===== src/rtl/gcs_pkg.sv =====
package gcs_pkg;
  localparam int CTRL_W   = 6;
  localparam int STAT_W   = 18;
  localparam int NSTICKY  = 4;
  localparam int WARM_BIT = 2;
  localparam int COLD_BIT = 1;
  localparam int IRQ_BASE = 5;
  localparam int RDY_BIT  = 8;
  localparam int RW_LO    = 16;
  localparam int RW_W     = 2;

  localparam logic [7:0] OFF_CTRL = 8'h2C;
  localparam logic [7:0] OFF_STAT = 8'h30;
  localparam logic [7:0] OFF_SEM  = 8'h34;

  localparam logic [1:0] SZ_BYTE = 2'd0;
  localparam logic [1:0] SZ_WORD = 2'd2;

  // status position of each sticky event bit
  function automatic int sticky_pos(input int k);
    case (k)
      0:       return 0;
      1:       return 10;
      2:       return 11;
      default: return 15;
    endcase
  endfunction
endpackage


===== src/rtl/gcs_ctrl_reg.sv =====
module gcs_ctrl_reg
  import gcs_pkg::*;
(
  input  logic              clk,
  input  logic              rst,
  input  logic              wr_en,
  input  logic [CTRL_W-1:0] wdata,
  output logic [CTRL_W-1:0] ctrl_q,
  output logic              warm_pulse,
  output logic              cold_pulse
);
  logic rst_req;
  assign rst_req = wdata[WARM_BIT] | wdata[COLD_BIT];

  always_ff @(posedge clk) begin
    if (rst) begin
      ctrl_q     <= '0;
      warm_pulse <= 1'b0;
      cold_pulse <= 1'b0;
    end else begin
      warm_pulse <= wr_en & wdata[WARM_BIT];
      cold_pulse <= wr_en & wdata[COLD_BIT];
      if (wr_en && !rst_req) ctrl_q <= wdata;
    end
  end

  AST_CTRL_HELD: assert property (@(posedge clk) disable iff (rst)
    (wr_en && rst_req) |=> $stable(ctrl_q));
  AST_WARM_CAUSE: assert property (@(posedge clk) disable iff (rst)
    warm_pulse |-> $past(wr_en && wdata[WARM_BIT]));
  AST_COLD_CAUSE: assert property (@(posedge clk) disable iff (rst)
    cold_pulse |-> $past(wr_en && wdata[COLD_BIT]));
endmodule


===== src/rtl/gcs_status_reg.sv =====
module gcs_status_reg
  import gcs_pkg::*;
#(
  parameter int NCHAN = 3
) (
  input  logic               clk,
  input  logic               rst,
  input  logic               wr_en,
  input  logic [STAT_W-1:0]  wdata,
  input  logic [NSTICKY-1:0] evt,
  input  logic [NCHAN-1:0]   chan_irq,
  output logic [STAT_W-1:0]  view
);
  logic [RW_W-1:0]    rw_q;
  logic [NSTICKY-1:0] sticky_q;
  logic               unused_wdata;
  assign unused_wdata = ^wdata;

  always_ff @(posedge clk) begin
    if (rst)        rw_q <= '0;
    else if (wr_en) rw_q <= wdata[RW_LO +: RW_W];
  end

  for (genvar k = 0; k < NSTICKY; k++) begin : g_sticky
    localparam int P = sticky_pos(k);
    always_ff @(posedge clk) begin
      if (rst)                        sticky_q[k] <= 1'b0;
      else if (evt[k])                sticky_q[k] <= 1'b1;
      else if (wr_en && wdata[P])     sticky_q[k] <= 1'b0;
    end
    AST_STICKY_CLR: assert property (@(posedge clk) disable iff (rst)
      (wr_en && wdata[P] && !evt[k]) |=> !sticky_q[k]);
    AST_STICKY_SET: assert property (@(posedge clk) disable iff (rst)
      evt[k] |=> sticky_q[k]);
  end

  always_comb begin
    view = '0;
    view[RDY_BIT] = 1'b1;
    view[IRQ_BASE +: NCHAN] = chan_irq;
    view[RW_LO +: RW_W] = rw_q;
    for (int k = 0; k < NSTICKY; k++) view[sticky_pos(k)] = sticky_q[k];
  end
endmodule


===== src/rtl/gcs_semaphore.sv =====
module gcs_semaphore (
  input  logic clk,
  input  logic rst,
  input  logic take,
  input  logic release_i,
  output logic sem_q
);
  always_ff @(posedge clk) begin
    if (rst)            sem_q <= 1'b0;
    else if (release_i) sem_q <= 1'b0;
    else if (take)      sem_q <= 1'b1;
  end

  AST_SEM_TAKEN: assert property (@(posedge clk) disable iff (rst)
    (take && !release_i) |=> sem_q);
  AST_SEM_FREED: assert property (@(posedge clk) disable iff (rst)
    release_i |=> !sem_q);
endmodule


===== src/rtl/glob_ctl_unit.sv =====
module glob_ctl_unit
  import gcs_pkg::*;
#(
  parameter int DATA_W = 32,
  parameter int ADDR_W = 6,
  parameter int NCHAN  = 3
) (
  input  logic               clk,
  input  logic               rst,
  input  logic               bus_sel,
  input  logic               bus_wr,
  input  logic [1:0]         bus_size,
  input  logic [ADDR_W-1:0]  bus_addr,
  input  logic [DATA_W-1:0]  bus_wdata,
  output logic [DATA_W-1:0]  bus_rdata,
  output logic               bus_rvalid,
  input  logic [NCHAN-1:0]   chan_irq,
  input  logic [NSTICKY-1:0] sticky_evt,
  input  logic               codec_done,
  output logic               irq_out,
  output logic               warm_rst_pulse,
  output logic               cold_rst_pulse
);
  logic hit_ctrl, hit_stat, hit_sem, rd, rd_miss;
  logic [CTRL_W-1:0] ctrl_q;
  logic [STAT_W-1:0] stat_view;
  logic              sem_q;
  logic              unused_wbits;

  assign hit_ctrl = bus_sel && bus_addr == ADDR_W'(OFF_CTRL) && bus_size == SZ_WORD;
  assign hit_stat = bus_sel && bus_addr == ADDR_W'(OFF_STAT) && bus_size == SZ_WORD;
  assign hit_sem  = bus_sel && bus_addr == ADDR_W'(OFF_SEM)  && bus_size == SZ_BYTE;
  assign rd       = bus_sel && !bus_wr;
  assign rd_miss  = rd && !hit_ctrl && !hit_stat && !hit_sem;
  assign unused_wbits = ^bus_wdata[DATA_W-1:STAT_W];

  gcs_ctrl_reg u_ctrl (
    .clk(clk), .rst(rst),
    .wr_en(hit_ctrl && bus_wr),
    .wdata(bus_wdata[CTRL_W-1:0]),
    .ctrl_q(ctrl_q),
    .warm_pulse(warm_rst_pulse),
    .cold_pulse(cold_rst_pulse)
  );

  gcs_status_reg #(.NCHAN(NCHAN)) u_stat (
    .clk(clk), .rst(rst),
    .wr_en(hit_stat && bus_wr),
    .wdata(bus_wdata[STAT_W-1:0]),
    .evt(sticky_evt),
    .chan_irq(chan_irq),
    .view(stat_view)
  );

  gcs_semaphore u_sem (
    .clk(clk), .rst(rst),
    .take(hit_sem && !bus_wr),
    .release_i(codec_done),
    .sem_q(sem_q)
  );

  always_ff @(posedge clk) begin
    if (rst) begin
      bus_rdata  <= '0;
      bus_rvalid <= 1'b0;
      irq_out    <= 1'b0;
    end else begin
      bus_rvalid <= rd;
      irq_out    <= |chan_irq;
      if (rd) begin
        if (hit_ctrl)      bus_rdata <= DATA_W'(ctrl_q);
        else if (hit_stat) bus_rdata <= DATA_W'(stat_view);
        else if (hit_sem)  bus_rdata <= DATA_W'(sem_q);
        else               bus_rdata <= '1;
      end
    end
  end

  AST_RDY_ONE: assert property (@(posedge clk) disable iff (rst)
    (bus_rvalid && $past(hit_stat && !bus_wr)) |-> bus_rdata[RDY_BIT]);
  AST_MISS_ONES: assert property (@(posedge clk) disable iff (rst)
    (bus_rvalid && $past(rd_miss)) |-> (bus_rdata == '1));
  AST_IRQ_SET: assert property (@(posedge clk) disable iff (rst)
    (|chan_irq) |=> irq_out);
  AST_IRQ_CLR: assert property (@(posedge clk) disable iff (rst)
    !(|chan_irq) |=> !irq_out);
  AST_RVALID: assert property (@(posedge clk) disable iff (rst)
    rd |=> bus_rvalid);
endmodule


===== config.mk =====
export PLATFORM = sky130hd
export DESIGN_NAME = glob_ctl_unit
export DESIGN_NICKNAME = d
export VERILOG_FILES = /design/src/rtl/gcs_pkg.sv /design/src/rtl/gcs_ctrl_reg.sv /design/src/rtl/gcs_status_reg.sv /design/src/rtl/gcs_semaphore.sv /design/src/rtl/glob_ctl_unit.sv
export SDC_FILE = /design/constraint.sdc
export NUM_CORES = 1
export LEC_CHECK = 0
export BUFFER_PORTS_ARGS = -buffer_cell sky130_fd_sc_hd__buf_2
export CORE_ASPECT_RATIO = 1.1
export CORE_UTILIZATION = 42
export CTS_CLUSTER_SIZE = 12
export DETAILED_ROUTE_END_ITERATION = 12
export PLACE_DENSITY = 0.79
export REMOVE_ABC_BUFFERS = 1
export SYNTH_ARGS = -nofsm -noshare
export SYNTH_HDL_FRONTEND = slang
export SYNTH_SLANG_ARGS = --single-unit
export TNS_END_PERCENT = 100

===== constraint.sdc =====
create_clock -name clk -period 2.8 [get_ports clk]
set_input_delay 0.7 -clock clk [delete_from_list [all_inputs] [get_ports clk]]
set_output_delay 0.7 -clock clk [all_outputs]
set_load 0.005 [all_outputs]

* Word-level counts from Yosys, hierarchy flattened
Cells that the tools add are included.
** Operators by class
- Equality and inequality tests :: 4
- Muxes and demuxes :: 11
- Bitwise logic cells :: 3
- Reductions and logical operators :: 24
** Operator list (number)
- two-way mux 32 bit :: 3
- == test 6 bit, second input constant :: 3
- logical AND 1 bit :: 15
- two-way mux 1 bit :: 8
- nonzero test 2 bit :: 4
- OR reduction 3 bit :: 1
- bitwise AND 1 bit :: 2
- == test 2 bit, second input constant :: 1
- zero test 1 bit :: 2
- zero test 2 bit :: 1
- OR reduction 2 bit :: 1
- OR 1 bit :: 1
** Word-level totals
- Register bits :: 49
- Input bits :: 52
- Output and inout bits :: 36

* Depth between registers and ports, before layout
Gate-level depths: netlist of run 1.
- Depth in word-level cells :: 7
- Gate-level depth with buffers :: 5
- Mapped depth without buffers :: 4

* Hierarchy
A second synthesis of run 1 with hierarchy kept.
** Unflattened totals
- Cells, all modules :: 197
- Area, all modules :: 1843.0 um2
** By module, submodules not included
- glob_ctl_unit :: times used 1, cells an instance 131, area an instance 1181.1 um2, sequential area each 420.4 um2
- gcs_status_reg :: times used 1, cells an instance 37, area an instance 321.6 um2, sequential area each 120.1 um2
- gcs_ctrl_reg :: times used 1, cells an instance 26, area an instance 306.5 um2, sequential area each 160.2 um2
- gcs_semaphore :: times used 1, cells an instance 3, area an instance 33.8 um2, sequential area each 20.0 um2

* Worst setup path after synthesis of run 1
No wires, ideal clock.
- Path kind :: input -> register
- Start point :: in bus_size[0]
- End point :: reg u_ctrl.ctrl_q[0]
- Data arrival time :: 2.038 ns
- Slack :: 0.634 ns
- Stages on the path :: 5
- Path through :: or4b_4 > or4b_4 > buf_6 > mux2i_1 > nor2_1
** On the way
- Cells in the longest elaborated chain, start to end :: 4
** Ends and longest elaborated chain
- start: declaration :: RTL line glob_ctl_unit.sv:12 : input logic [1:0] bus_size,
- == test 2 bit :: RTL line glob_ctl_unit.sv:30 : assign hit_ctrl = bus_sel && bus_addr == ADDR_W'(OFF_CTRL) && bus_size == SZ_WORD;
- logical AND 1 bit :: RTL line glob_ctl_unit.sv:30
- logical AND 1 bit :: RTL line glob_ctl_unit.sv:39 : .wr_en(hit_ctrl && bus_wr),
- logical AND 1 bit :: RTL line gcs_ctrl_reg.sv:23 : if (wr_en && !rst_req) ctrl_q <= wdata;
- end signal: assignment :: RTL line gcs_ctrl_reg.sv:23
- end: declaration :: RTL line gcs_ctrl_reg.sv:8 : output logic [CTRL_W-1:0] ctrl_q,
Every way passes these cells.
A chain may end at the register's enable or synchronous reset.

* Final worst setup path of run 1
- Start point :: in bus_size[0]
- End point :: reg u_stat.sticky_q[2], in the netlist u_stat.view[11]
** On the way
- Cells in the longest elaborated chain, start to end :: 5
** Ends and longest elaborated chain
- == test 2 bit :: RTL line glob_ctl_unit.sv:31 : assign hit_stat = bus_sel && bus_addr == ADDR_W'(OFF_STAT) && bus_size == SZ_WORD;
- logical AND 1 bit :: RTL line glob_ctl_unit.sv:31
- logical AND 1 bit :: RTL line glob_ctl_unit.sv:48 : .wr_en(hit_stat && bus_wr),
- logical AND 1 bit :: RTL line gcs_status_reg.sv:29 : else if (wr_en && wdata[P]) sticky_q[k] <= 1'b0;
- nonzero test 2 bit (no source line)
- end signal: indexed assignment :: RTL line gcs_status_reg.sv:27 : if (rst) sticky_q[k] <= 1'b0;
- end signal: indexed assignment :: RTL line gcs_status_reg.sv:28 : else if (evt[k]) sticky_q[k] <= 1'b1;
- end signal: indexed assignment :: RTL line gcs_status_reg.sv:29
- end: declaration :: RTL line gcs_status_reg.sv:15 : logic [NSTICKY-1:0] sticky_q;
Every way passes these cells.

==> out/qor.yml, run 1 <==
critical_path:
  reg2reg_to: "bus_rdata[0]"
  cp_data_arrival_time_ns: 2.21
  r2r_cells: 3
  reg2reg_setup_slack_ns: 1.93
  crit_buf_inv: 1
  crit_path_start_kind: "primary input"
  slowest_delay_ns: 0.57
  crit_path_end: "u_stat.view[11]"
  r2r_start: "u_stat.view[0]"
  cp.depth: 5
  crit_family: "simple AND/OR/NAND/NOR gates"
  crit_path_cell_trace: "buf_2 -> or4b_4 -> or3_1 -> nor3b_1 -> nor3_1"
  crit_type: "primary input to flop"
  end_kind: "flop"
  critPathRequiredTime_ns: 3.02
  cpMaxStageDelayCell: "or4b_4"
  critPathMaxFanout: 6
  cp-startpoint: "bus_size[0]"
cts:
  cts_hold_buf: 0
  cts_tree: "yes"
  clk_pin_slew_ns: 0.09
  cts_setup_buffers: 0
  htreeDepth: 2
  clockBufferDepth: 2
  numCtsBuffers: 5
  cts_root_buf: "clkbuf_4"
  clkLatencyLatePin_ns: 0.34
  cts_sinks: 32
  ctsResizeCount: 0
run_status:
  status: "finished, violations left"
  violations: "DRC"
sta:
  setup_viol_count_final: 0
  worst_pin_slew_ns: 0.6118
  fin_tns_setup_ns: 0
  hold_viol: 0
  rsz0062_at_grt: "no"
  period_share: 0.7107
  timing.fmax_ghz: 0.5025
  min_period_ns: 1.990
  fin_skew_ns: 0.005707
  maxSlewViolCount: 0
  maxSlewHeadroom: 0.5883
detailed_routing:
  ant_nets: 0
  routed_wl_um: 2889
  drt_pass1_iterations: 8
  detail_route.wl_per_cell_um: 11.89
  drc: 8
  vias_per_cell: 5.132
  initialDrtViolationCount: 46
  dr_total_vias: 1247
yosys:
  synth_top_cell_by_area: "dfxtp_1"
  synth_top_cell_area_share: 0.4543
  synth_area_per_cell_um2: 8.925
  ys_ff_latch: 32
  synth_cell_type_count: 32
  synth_ff_type: "dfxtp_1"
  yosys_warnings: 0
  async_reset_ff_frac: 0
  seq_area_frac_synth: 0.4543
  synth_area_leaders: "dfxtp_1 (45%), buf_4 (9.1%), nor2_1 (6.4%)"
  synth_edf_count: 0
  synth_cells: 158
  synth_area_mm2: 0.001410
layout:
  final_cell_mix: "buf_2 (66), dfxtp_1 (32), nor2_1 (24), o21ai_1 (12), nand2_1 (10)"
  fin_nets: 260
  antennaDiodeCount: 0
  drive_gt1_frac: 0.3732
  stdcell_count: 243
  area_growth_pct: 19.79
  final_common_cell: "buf_2"
  n_fill_cell: 289
grt:
  antenna_found_initial: 0
  grt_pass1_vias: 1066
  grt_remaining_overflow: 0
  grt_usage: 0.1726
  grt_first_pass_wirelength_um: 4705
  grt_max_degree: 27
die:
  start_util: 0.4510
  die_y_um: 62.77
  ios: 88
  core_area_mm2: 0.003127
  die_area_mm2: 0.003593
  die_w_um: 57.25
  rows: 21
worst_hold_path:
  holdCritPathClass: "flop to flop"
  worstHoldStart: "bus_rdata[10]"
power_and_ir_drop:
  ir_drop_v: 0.0002899
  power.density_mw_per_mm2: 517.2
  p_leak_nw: 0.8353
place:
  dp.final_hpwl_um: 2227
  gp_congestion: 0.7893
  place_inst: 235
  io_buffers: 66
run:
  max_cap_viol_count: 0
## flip-flops by register name, summed over array words and instances (netlist names), 2 cells and up
| register | count |
|---|---|
| bus_rdata | 15 |
| u_ctrl.ctrl_q | 6 |
| u_stat.view | 4 |
| u_stat.rw_q | 2 |
## where the power goes
part           internal (mW)  leakage [nW]  switching (mW)
registers              0.476         0.263          0.0124
logic                 0.0590         0.534          0.0563
clock network          0.119        0.0380           0.151
total                  0.654         0.835           0.220
## Yosys cell counts (2+ instances only)
cell type and instances:
nor2_1 24, clkbuf_1 5, a22oi_1 4, and2_1 2, or3_1 3, nor4b_1 2, dfxtp_1 32, nor3_1 7
o22ai_1 2, buf_4 17, nor4_1 3, nand2_1 10, mux2i_1 6, or4b_4 2, a31oi_1 2, o21ai_1 12
nor3b_1 7, a211oi_1 2, nand2b_1 3
## metal layers
metal | up-vias | global-route usage | share of wire
li1 | 636 | - | -
met1 | 554 | 0.2023 | 0.45
met2 | 52 | 0.2838 | 0.47
met3 | 5 | 0.04555 | 0.061
met4 | 0 | 0.09146 | 0.018
met5 | - | 0 | 0
## logic make-up (layout without fill, tap and decap cells)
family,count (synthesis),after routing,synth area share
AOI/OAI and AO/OA,26,26,0.1154
xor gates and xnor gates,1,1,0.006212
buffers and inverters,24,75,0.1153
DFF,32,32,0.4543
muxes,6,6,0.04259
and+or+nand+nor,69,69,0.2662
## how the worst min path moves through the flow
stage                               end  slack (ns)  cells past startpoint
after global placement     bus_rdata[8]        0.43                      2
final                     bus_rdata[10]        0.45                      2
after floorplan            bus_rdata[8]        0.44                      2
after global routing      bus_rdata[11]        0.49                      2
after detailed placement   bus_rdata[8]        0.44                      2
after CTS                 bus_rdata[11]        0.45                      2
## layout make-up
cell class / instances / area [µm²] / share of cell area
clock buffers: 6 / 51.30 / 0.03037
clock inverters: 2 / 10.01 / 0.005926
multi-input cells: 102 / 606.8 / 0.3593
flip-flops and latches: 32 / 640.6 / 0.3793
well taps: 34 / 42.54 / 0.02519
repair buffers: 67 / 337.8 / 0.2000
## per-stage QoR
stage / power [mW] / util / hold WS (ns) / cell area, µm² / setup slack (ns)
2_1_floorplan: 0.5430 / - / 0.4388 / 1247 / 0.6910
3_3_place_gp: 0.6123 / 0.5206 / 0.4322 / 1628 / 0.4545
3_5_place_dp: 0.6141 / 0.5206 / 0.4355 / 1628 / 0.4522
4_1_cts: 0.8853 / 0.5402 / 0.4518 / 1689 / 0.8257
5_1_grt: 0.9217 / 0.5402 / 0.4938 / 1689 / 0.7405
6_report: 0.8737 / 0.5402 / 0.4490 / 1689 / 0.8100
## tightest hold or removal path: stages (launching register included)
cell	delay (ns)
dfxtp_1	0.32
nand2_1	0.05
o21ai_1	0.05
No activity file was read; power rests on OpenSTA's default activity.
==> run 2, diff against run 1 <==
Settings changed: CORE_UTILIZATION 42 to 38, PLACE_DENSITY 0.79 to 0.75.
Clock period 2.8 ns to 1.8 ns, I/O delays scaled along.
==> run 2 against run 1 <==
Against the previous run:
- the flow now finishes without violations
- critical endpoint is now u_ctrl.ctrl_q[3]
- count of clock-buffer cells in the layout grew 2
- highest routed layer unchanged
- clock skew shrank 0.0035 ns
- routed wire length grew 6.6%
- die area grew 10%
- critical path depth is the same
==> out/qor.yml, run 2 (synthesized netlist as in run 1, its figures left out) <==
detailed_routing:
  drc: 0  # -8
  routed_wl_um: 3079  # +6.6%
  drt_pass1_iterations: 4  # -4
  dr_total_vias: 1312  # +5.2%
  detail_route.wl_per_cell_um: 11.53  # -3.0%
  vias_per_cell: 4.914  # -4.2%
  initialDrtViolationCount: 48  # +4.3%
  ant_nets: 0  # unchanged
critical_path:
  end_kind: "flop"
  cp_data_arrival_time_ns: 1.90  # -0.31 ns
  critPathRequiredTime_ns: 2.03  # -0.99 ns
  crit_type: "primary input to flop"
  critPathMaxFanout: 4  # -2
  crit_path_start_kind: "primary input"
  r2r_cells: 3  # unchanged
sta:
  period_share: 0.9291
  hold_viol: 0  # unchanged
  worst_slack_ns: 0.1277  # -0.6823 ns
  maxSlewViolCount: 0  # unchanged
  worst_pin_slew_ns: 0.4053  # -0.2065 ns
  rsz0062_at_grt: "no"
  fin_skew_ns: 0.002235  # -0.003472 ns
  min_period_ns: 1.672
  timing.fmax_ghz: 0.5980
  maxSlewHeadroom: 0.7288  # +0.1404
  setup_viol_count_final: 0  # unchanged
cts:
  cts_sinks: 32  # unchanged
  clk_pin_slew_ns: 0.09  # about the same
  cts_setup_buffers: 0  # unchanged
  cts_root_buf: "clkbuf_4"
  clockBufferDepth: 2  # unchanged
  htreeDepth: 2  # unchanged
  numCtsBuffers: 5  # unchanged
  clkLatencyLatePin_ns: 0.33  # about the same
  cts_tree: "yes"
worst_hold_path:
  holdCritPathClass: "primary input to flop"
  holdPathStages: 2  # unchanged
power_and_ir_drop:
  p_clk_frac: 0.307  # -0.002
  p_int_mw: 1.035  # +58%
  p_comb_frac: 0.140  # +0.008
  ir_drop_v: 0.0002990  # +3.1%
  p_sw_frac: 0.2471  # -0.004238
  power.density_mw_per_mm2: 770.5  # +49%
  p_leak_nw: 0.8778  # +5.1%
  total_power_mw: 1.375  # +57%
  power_frac_seq: 0.553  # -0.006
  p_switching_mw: 0.3397  # +55%
place:
  place_ws_ns: -0.2726  # -0.7247 ns
  io_buffers: 66  # unchanged
  gp_congestion: 0.8557  # +8.4%
  dp.final_hpwl_um: 2472  # +11%
layout:
  n_fill_cell: 329  # +14%
  final_common_cell: "buf_2"
  area_growth_pct: 26.53
  antennaDiodeCount: 0  # unchanged
  regMostFlops: "bus_rdata"
  fin_nets: 270  # +3.8%
  largest_reg_flops: 15  # unchanged
  drive_gt1_frac: 0.3973  # +0.02405
  final_cell_mix: "buf_2 (66), dfxtp_1 (32), nor2_1 (24), o21ai_1 (12), buf_4 (11)"
die:
  die_area_mm2: 0.003959  # +10%
  core_area_mm2: 0.003441  # +10%
  rows: 22  # +4.8%
  die_y_um: 65.89  # +5.0%
  start_util: 0.4098  # -0.04116
  ios: 88  # unchanged
  die_w_um: 60.08  # +5.0%
grt:
  grt_pass1_vias: 1107  # +3.8%
  antenna_found_initial: 0  # unchanged
  grt_remaining_overflow: 0  # unchanged
  grt_first_pass_wirelength_um: 4981  # +5.9%
  grt_max_degree: 21  # -22%
  grt_usage: 0.1722  # -0.0003868
run_status:
  status: "completed"
run:
  max_cap_viol_count: 0  # unchanged
run 2: final timing paths:
kind	from	to	slack [ns]
max	bus_size[0]	u_ctrl.ctrl_q[3]	0.13
min	codec_done	u_sem.sem_q	0.28
max reg2reg	u_stat.view[0]	bus_rdata[0]	0.95
min reg2reg	bus_rdata[8]	bus_rdata[8]	0.44
run 2: power by group through the flow:
stage | sequential [mW] | combinational [mW] | clock (mW)
2_1_floorplan | 0.784 | 0.0608 | 0
3_3_place_gp | 0.776 | 0.190 | 0
3_5_place_dp | 0.777 | 0.194 | 0
4_1_cts | 0.761 | 0.194 | 0.435
5_1_grt | 0.766 | 0.220 | 0.463
6_report | 0.760 | 0.193 | 0.422
run 2: layout make-up:
cell class	instances	area, µm²	area share
well taps	48	60.06	0.03366
repair buffers	77	412.9	0.2314
multi-input cells	102	611.8	0.3429
clock buffers	8	58.81	0.03296
flip-flops and latches	32	640.6	0.3590
run 2: per-layer routing:
metal / GRT usage / wire (µm) / up-vias
met1: 0.1988 / 1334 / 591
met3: 0.05284 / 190 / 6
li1: - / - / 662
met5: 0 / 0 / -
met4: 0.09012 / 58 / 0
met2: 0.2806 / 1496 / 53
run 2: per-stage QoR:
step | std cells | setup TNS, ns | instance area, µm² | utilization | hold slack [ns]
2_1_floorplan | 134 | -0.3847 | 1247 | - | 0.4388
3_3_place_gp | 259 | -2.275 | 1720 | 0.5000 | 0.4293
3_5_place_dp | 259 | -2.302 | 1720 | 0.5000 | 0.4317
4_1_cts | 267 | 0 | 1779 | 0.5171 | 0.2718
5_1_grt | 267 | 0 | 1784 | 0.5185 | 0.2634
6_report | 267 | 0 | 1784 | 0.5185 | 0.2799
run 2: worst max-delay path: stages:
cell and delay [ns]:
buf_2 0.10, or4b_4 0.55, or4b_4 0.56, mux2i_1 0.19, nor2_1 0.05
run 2: timing repair:
item / in CTS / in global routing
resized for setup: 0 / 1
hold endpoints to repair: 0 / 0
hold buffers: 0 / 0
endpoints found under the setup margin: 0 / 1
==> run 3, diff against run 2 <==
Settings changed: BUFFER_PORTS_ARGS -buffer_cell sky130_fd_sc_hd__buf_2 to -buffer_cell sky130_fd_sc_hd__clkbuf_2, CORE_UTILIZATION 38 to 42, PLACE_DENSITY 0.75 to 0.77, SYNTH_HIERARCHICAL set to 1.
==> run 3 against run 2 <==
Against the previous run:
- clock skew about the same
- sequential cell count up 4
- area after synthesis up 31%
- maximum frequency up 3.1%
- final cell count up 15%
- critical path depth up 2
- register-to-register slack worse by 0.38 ns
- via count up 20%
- worst setup slack better by 0.051 ns
- routed wire length up 22%
- synthesized cell count up 25%
- critical endpoint is now u_ctrl/ctrl_q[4]
==> out/qor.yml, run 3 <==
place:
  post_dp_cell_area_mm2: 0.002088  # +21%
  place_inst: 299  # +15%
  dp.final_hpwl_um: 2723  # +10%
  gp_congestion: 0.8112  # -5.2%
  place_ws_ns: -0.1018  # +0.1707 ns
  io_buffers: 66  # unchanged
critical_path:
  crit_path_start_kind: "primary input"
  end_kind: "flop"
  cp_data_arrival_time_ns: 1.83  # -0.07 ns
  critPathMaxFanout: 6  # +2
  crit_type: "primary input to flop"
  reg2reg_setup_slack_ns: 0.57  # -0.38 ns
  r2r_start: "u_stat/view[0]"
  reg2reg_to: "bus_rdata[0]"
  r2r_cells: 3  # unchanged
  critPathRequiredTime_ns: 2.01  # -0.02 ns
yosys:
  async_reset_ff_frac: 0  # unchanged
  seq_area_frac_synth: 0.3910  # -0.06326
  synth_edf_count: 0  # unchanged
  yosysMostFrequentCell: "dfxtp_1"
  synth_top_cell_area_share: 0.3910  # -0.06326
  synth_top_cell_by_area: "dfxtp_1"
  ys_ff_latch: 36  # +13%
  netlist_top_cells_count: "dfxtp_1 (36), buf_4 (26), nor2_1 (22), a311oi_1 (16), nand2_1 (12)"
  synth_ff_type: "dfxtp_1"
  synth_area_leaders: "dfxtp_1 (39%), buf_4 (11%), a311oi_1 (7.6%)"
  synth_area_per_cell_um2: 9.355  # +4.8%
  synth_cell_type_count: 36  # +13%
  synth_area_mm2: 0.001843  # +31%
  yosys_warnings: 6  # +6
  synth_cells: 197  # +25%
cts:
  cts_sinks: 36  # +13%
  clockBufferDepth: 2  # unchanged
  htreeDepth: 2  # unchanged
  clkLatencyLatePin_ns: 0.27  # -0.06 ns
  clk_pin_slew_ns: 0.07  # -0.02 ns
  ctsResizeCount: 0  # unchanged
  cts_setup_buffers: 0  # unchanged
  cts_root_buf: "clkbuf_8"
  cts_tree: "yes"
  numCtsBuffers: 5  # unchanged
  cts_hold_buf: 0  # unchanged
sta:
  worst_slack_ns: 0.1787  # +0.05102 ns
  setup_viol_count_final: 0  # unchanged
  timing.fmax_ghz: 0.6168  # +3.1%
  fin_skew_ns: 0.001975  # -0.0002597 ns
  maxSlewHeadroom: 0.5350  # -0.1938
  maxSlewViolCount: 0  # unchanged
  rsz0062_at_grt: "no"
  period_share: 0.9007  # -0.02835
  min_period_ns: 1.621  # -0.05102 ns
  worst_pin_slew_ns: 0.6976  # +0.2922 ns
  hold_viol: 0  # unchanged
  hold_ws_ns: 0.3323  # +0.05240 ns
power_and_ir_drop:
  total_power_mw: 1.611  # +17%
  p_leak_nw: 0.9485  # +8.1%
  power.density_mw_per_mm2: 743.6  # -3.5%
  ir_drop_v: 0.0003442  # +15%
grt:
  antenna_found_initial: 0  # unchanged
  grt_first_pass_wirelength_um: 6141  # +23%
  grt_max_degree: 41  # +95%
  grt_usage: 0.1714  # -0.0007756
  grt_remaining_overflow: 0  # unchanged
  grt_pass1_vias: 1389  # +25%
die:
  core_area_mm2: 0.004084  # +19%
  start_util: 0.4513  # +0.04147
  die_y_um: 71.48  # +8.5%
  die_area_mm2: 0.004657  # +18%
  rows: 24  # +9.1%
  ios: 88  # unchanged
  die_w_um: 65.16  # +8.5%
detailed_routing:
  initialDrtViolationCount: 66  # +38%
  detail_route.wl_per_cell_um: 12.27  # +6.4%
  ant_nets: 0  # unchanged
  dr_total_vias: 1570  # +20%
  routed_wl_um: 3756  # +22%
  vias_per_cell: 5.131  # +4.4%
  drt_pass1_iterations: 4  # unchanged
  drc: 0  # unchanged
run_status:
  status: "completed"
layout:
  regMostFlops: "bus_rdata"
  final_cell_area_mm2: 0.002166  # +21%
  area_growth_pct: 17.52
  final_common_cell: "clkbuf_2"
  antennaDiodeCount: 0  # unchanged
  drive_gt1_frac: 0.3740  # -0.02324
  final_cell_mix: "clkbuf_2 (66), dfxtp_1 (36), nor2_1 (22), a311oi_1 (16), buf_4 (14)"
  stdcell_count: 306  # +15%
  fin_nets: 306  # +13%
  largest_reg_flops: 19  # +4
run:
  max_cap_viol_count: 0  # unchanged
worst_hold_path:
  worstHoldStart: "codec_done"
  min_to: "u_sem/sem_q"
  holdCritPathClass: "primary input to flop"
  holdPathStages: 2  # unchanged
==> run 3: changes by cell type after synthesis, sizes merged, moves of 4 or more <==
cell	delta
a22oi	-4
a2111oi	+6
a311oi	+16
o21bai	+6
nand2b	+6
buf	+13
dfxtp	+4
o21ai	-11
or3b	+7
inv	+5
nor4	+5
nor3b	-4
==> run 3: report_power, final <==
part	internal [mW]	switching (mW)	leakage, nW
registers	0.835	0.0224	0.296
logic	0.114	0.113	0.611
clock network	0.263	0.263	0.0410
total	1.21	0.399	0.948
==> run 3: layout make-up <==
class | instances | area, µm²
fillers | 420 | 1918
multi-input cells | 125 | 828.3
flip-flops and latches | 36 | 720.7
repair buffers | 81 | 455.4
clock buffers | 6 | 72.57
well taps | 52 | 65.06
inverters | 5 | 18.77
clock inverters | 1 | 5.005
==> run 3: cell families after synthesis <==
group                  share of synthesized area
AO/OA/AOI/OAI                             0.1398
XOR/XNOR                                0.004753
buffers and inverters                     0.1738
flip-flops                                0.3910
multiplexers                             0.03259
other                                   0.004075
AND/OR/NAND/NOR                           0.2539
==> run 3: worst max path at each step <==
stage | start | end | slack [ns] | cells after the start
2_1_floorplan | bus_addr[0] | u_stat/rw_q[0] | -0.38 | 4
3_3_place_gp | bus_addr[0] | u_stat/rw_q[0] | -0.02 | 7
3_5_place_dp | bus_addr[4] | u_ctrl/ctrl_q[4] | -0.10 | 7
4_1_cts | bus_addr[4] | u_ctrl/ctrl_q[4] | 0.19 | 7
5_1_grt | bus_addr[4] | u_ctrl/ctrl_q[5] | 0.07 | 7
6_report | bus_addr[4] | u_ctrl/ctrl_q[4] | 0.18 | 7
==> run 3: metal layers <==
metal | GRT usage | routed length, µm
met5 | 0 | 0
met4 | 0.06763 | 34
met3 | 0.03822 | 160
met2 | 0.2955 | 1890
met1 | 0.2046 | 1671
==> run 3: stage by stage <==
| stage | utilization | TNS (ns) |
|---|---|---|
| global placement | 0.5113 | -0.04214 |
| floorplan | - | -2.621 |
| global route | 0.5303 | 0 |
| CTS | 0.5303 | 0 |
| finish | 0.5303 | 0 |
| detailed placement | 0.5113 | -0.5143 |
==> run 3: worst max-delay path: stages <==
cell	delay [ns]
clkbuf_2	0.09
nand4b_2	0.23
nor4_1	0.34
buf_4	0.18
nor3b_4	0.22
buf_12	0.15
mux2i_1	0.17
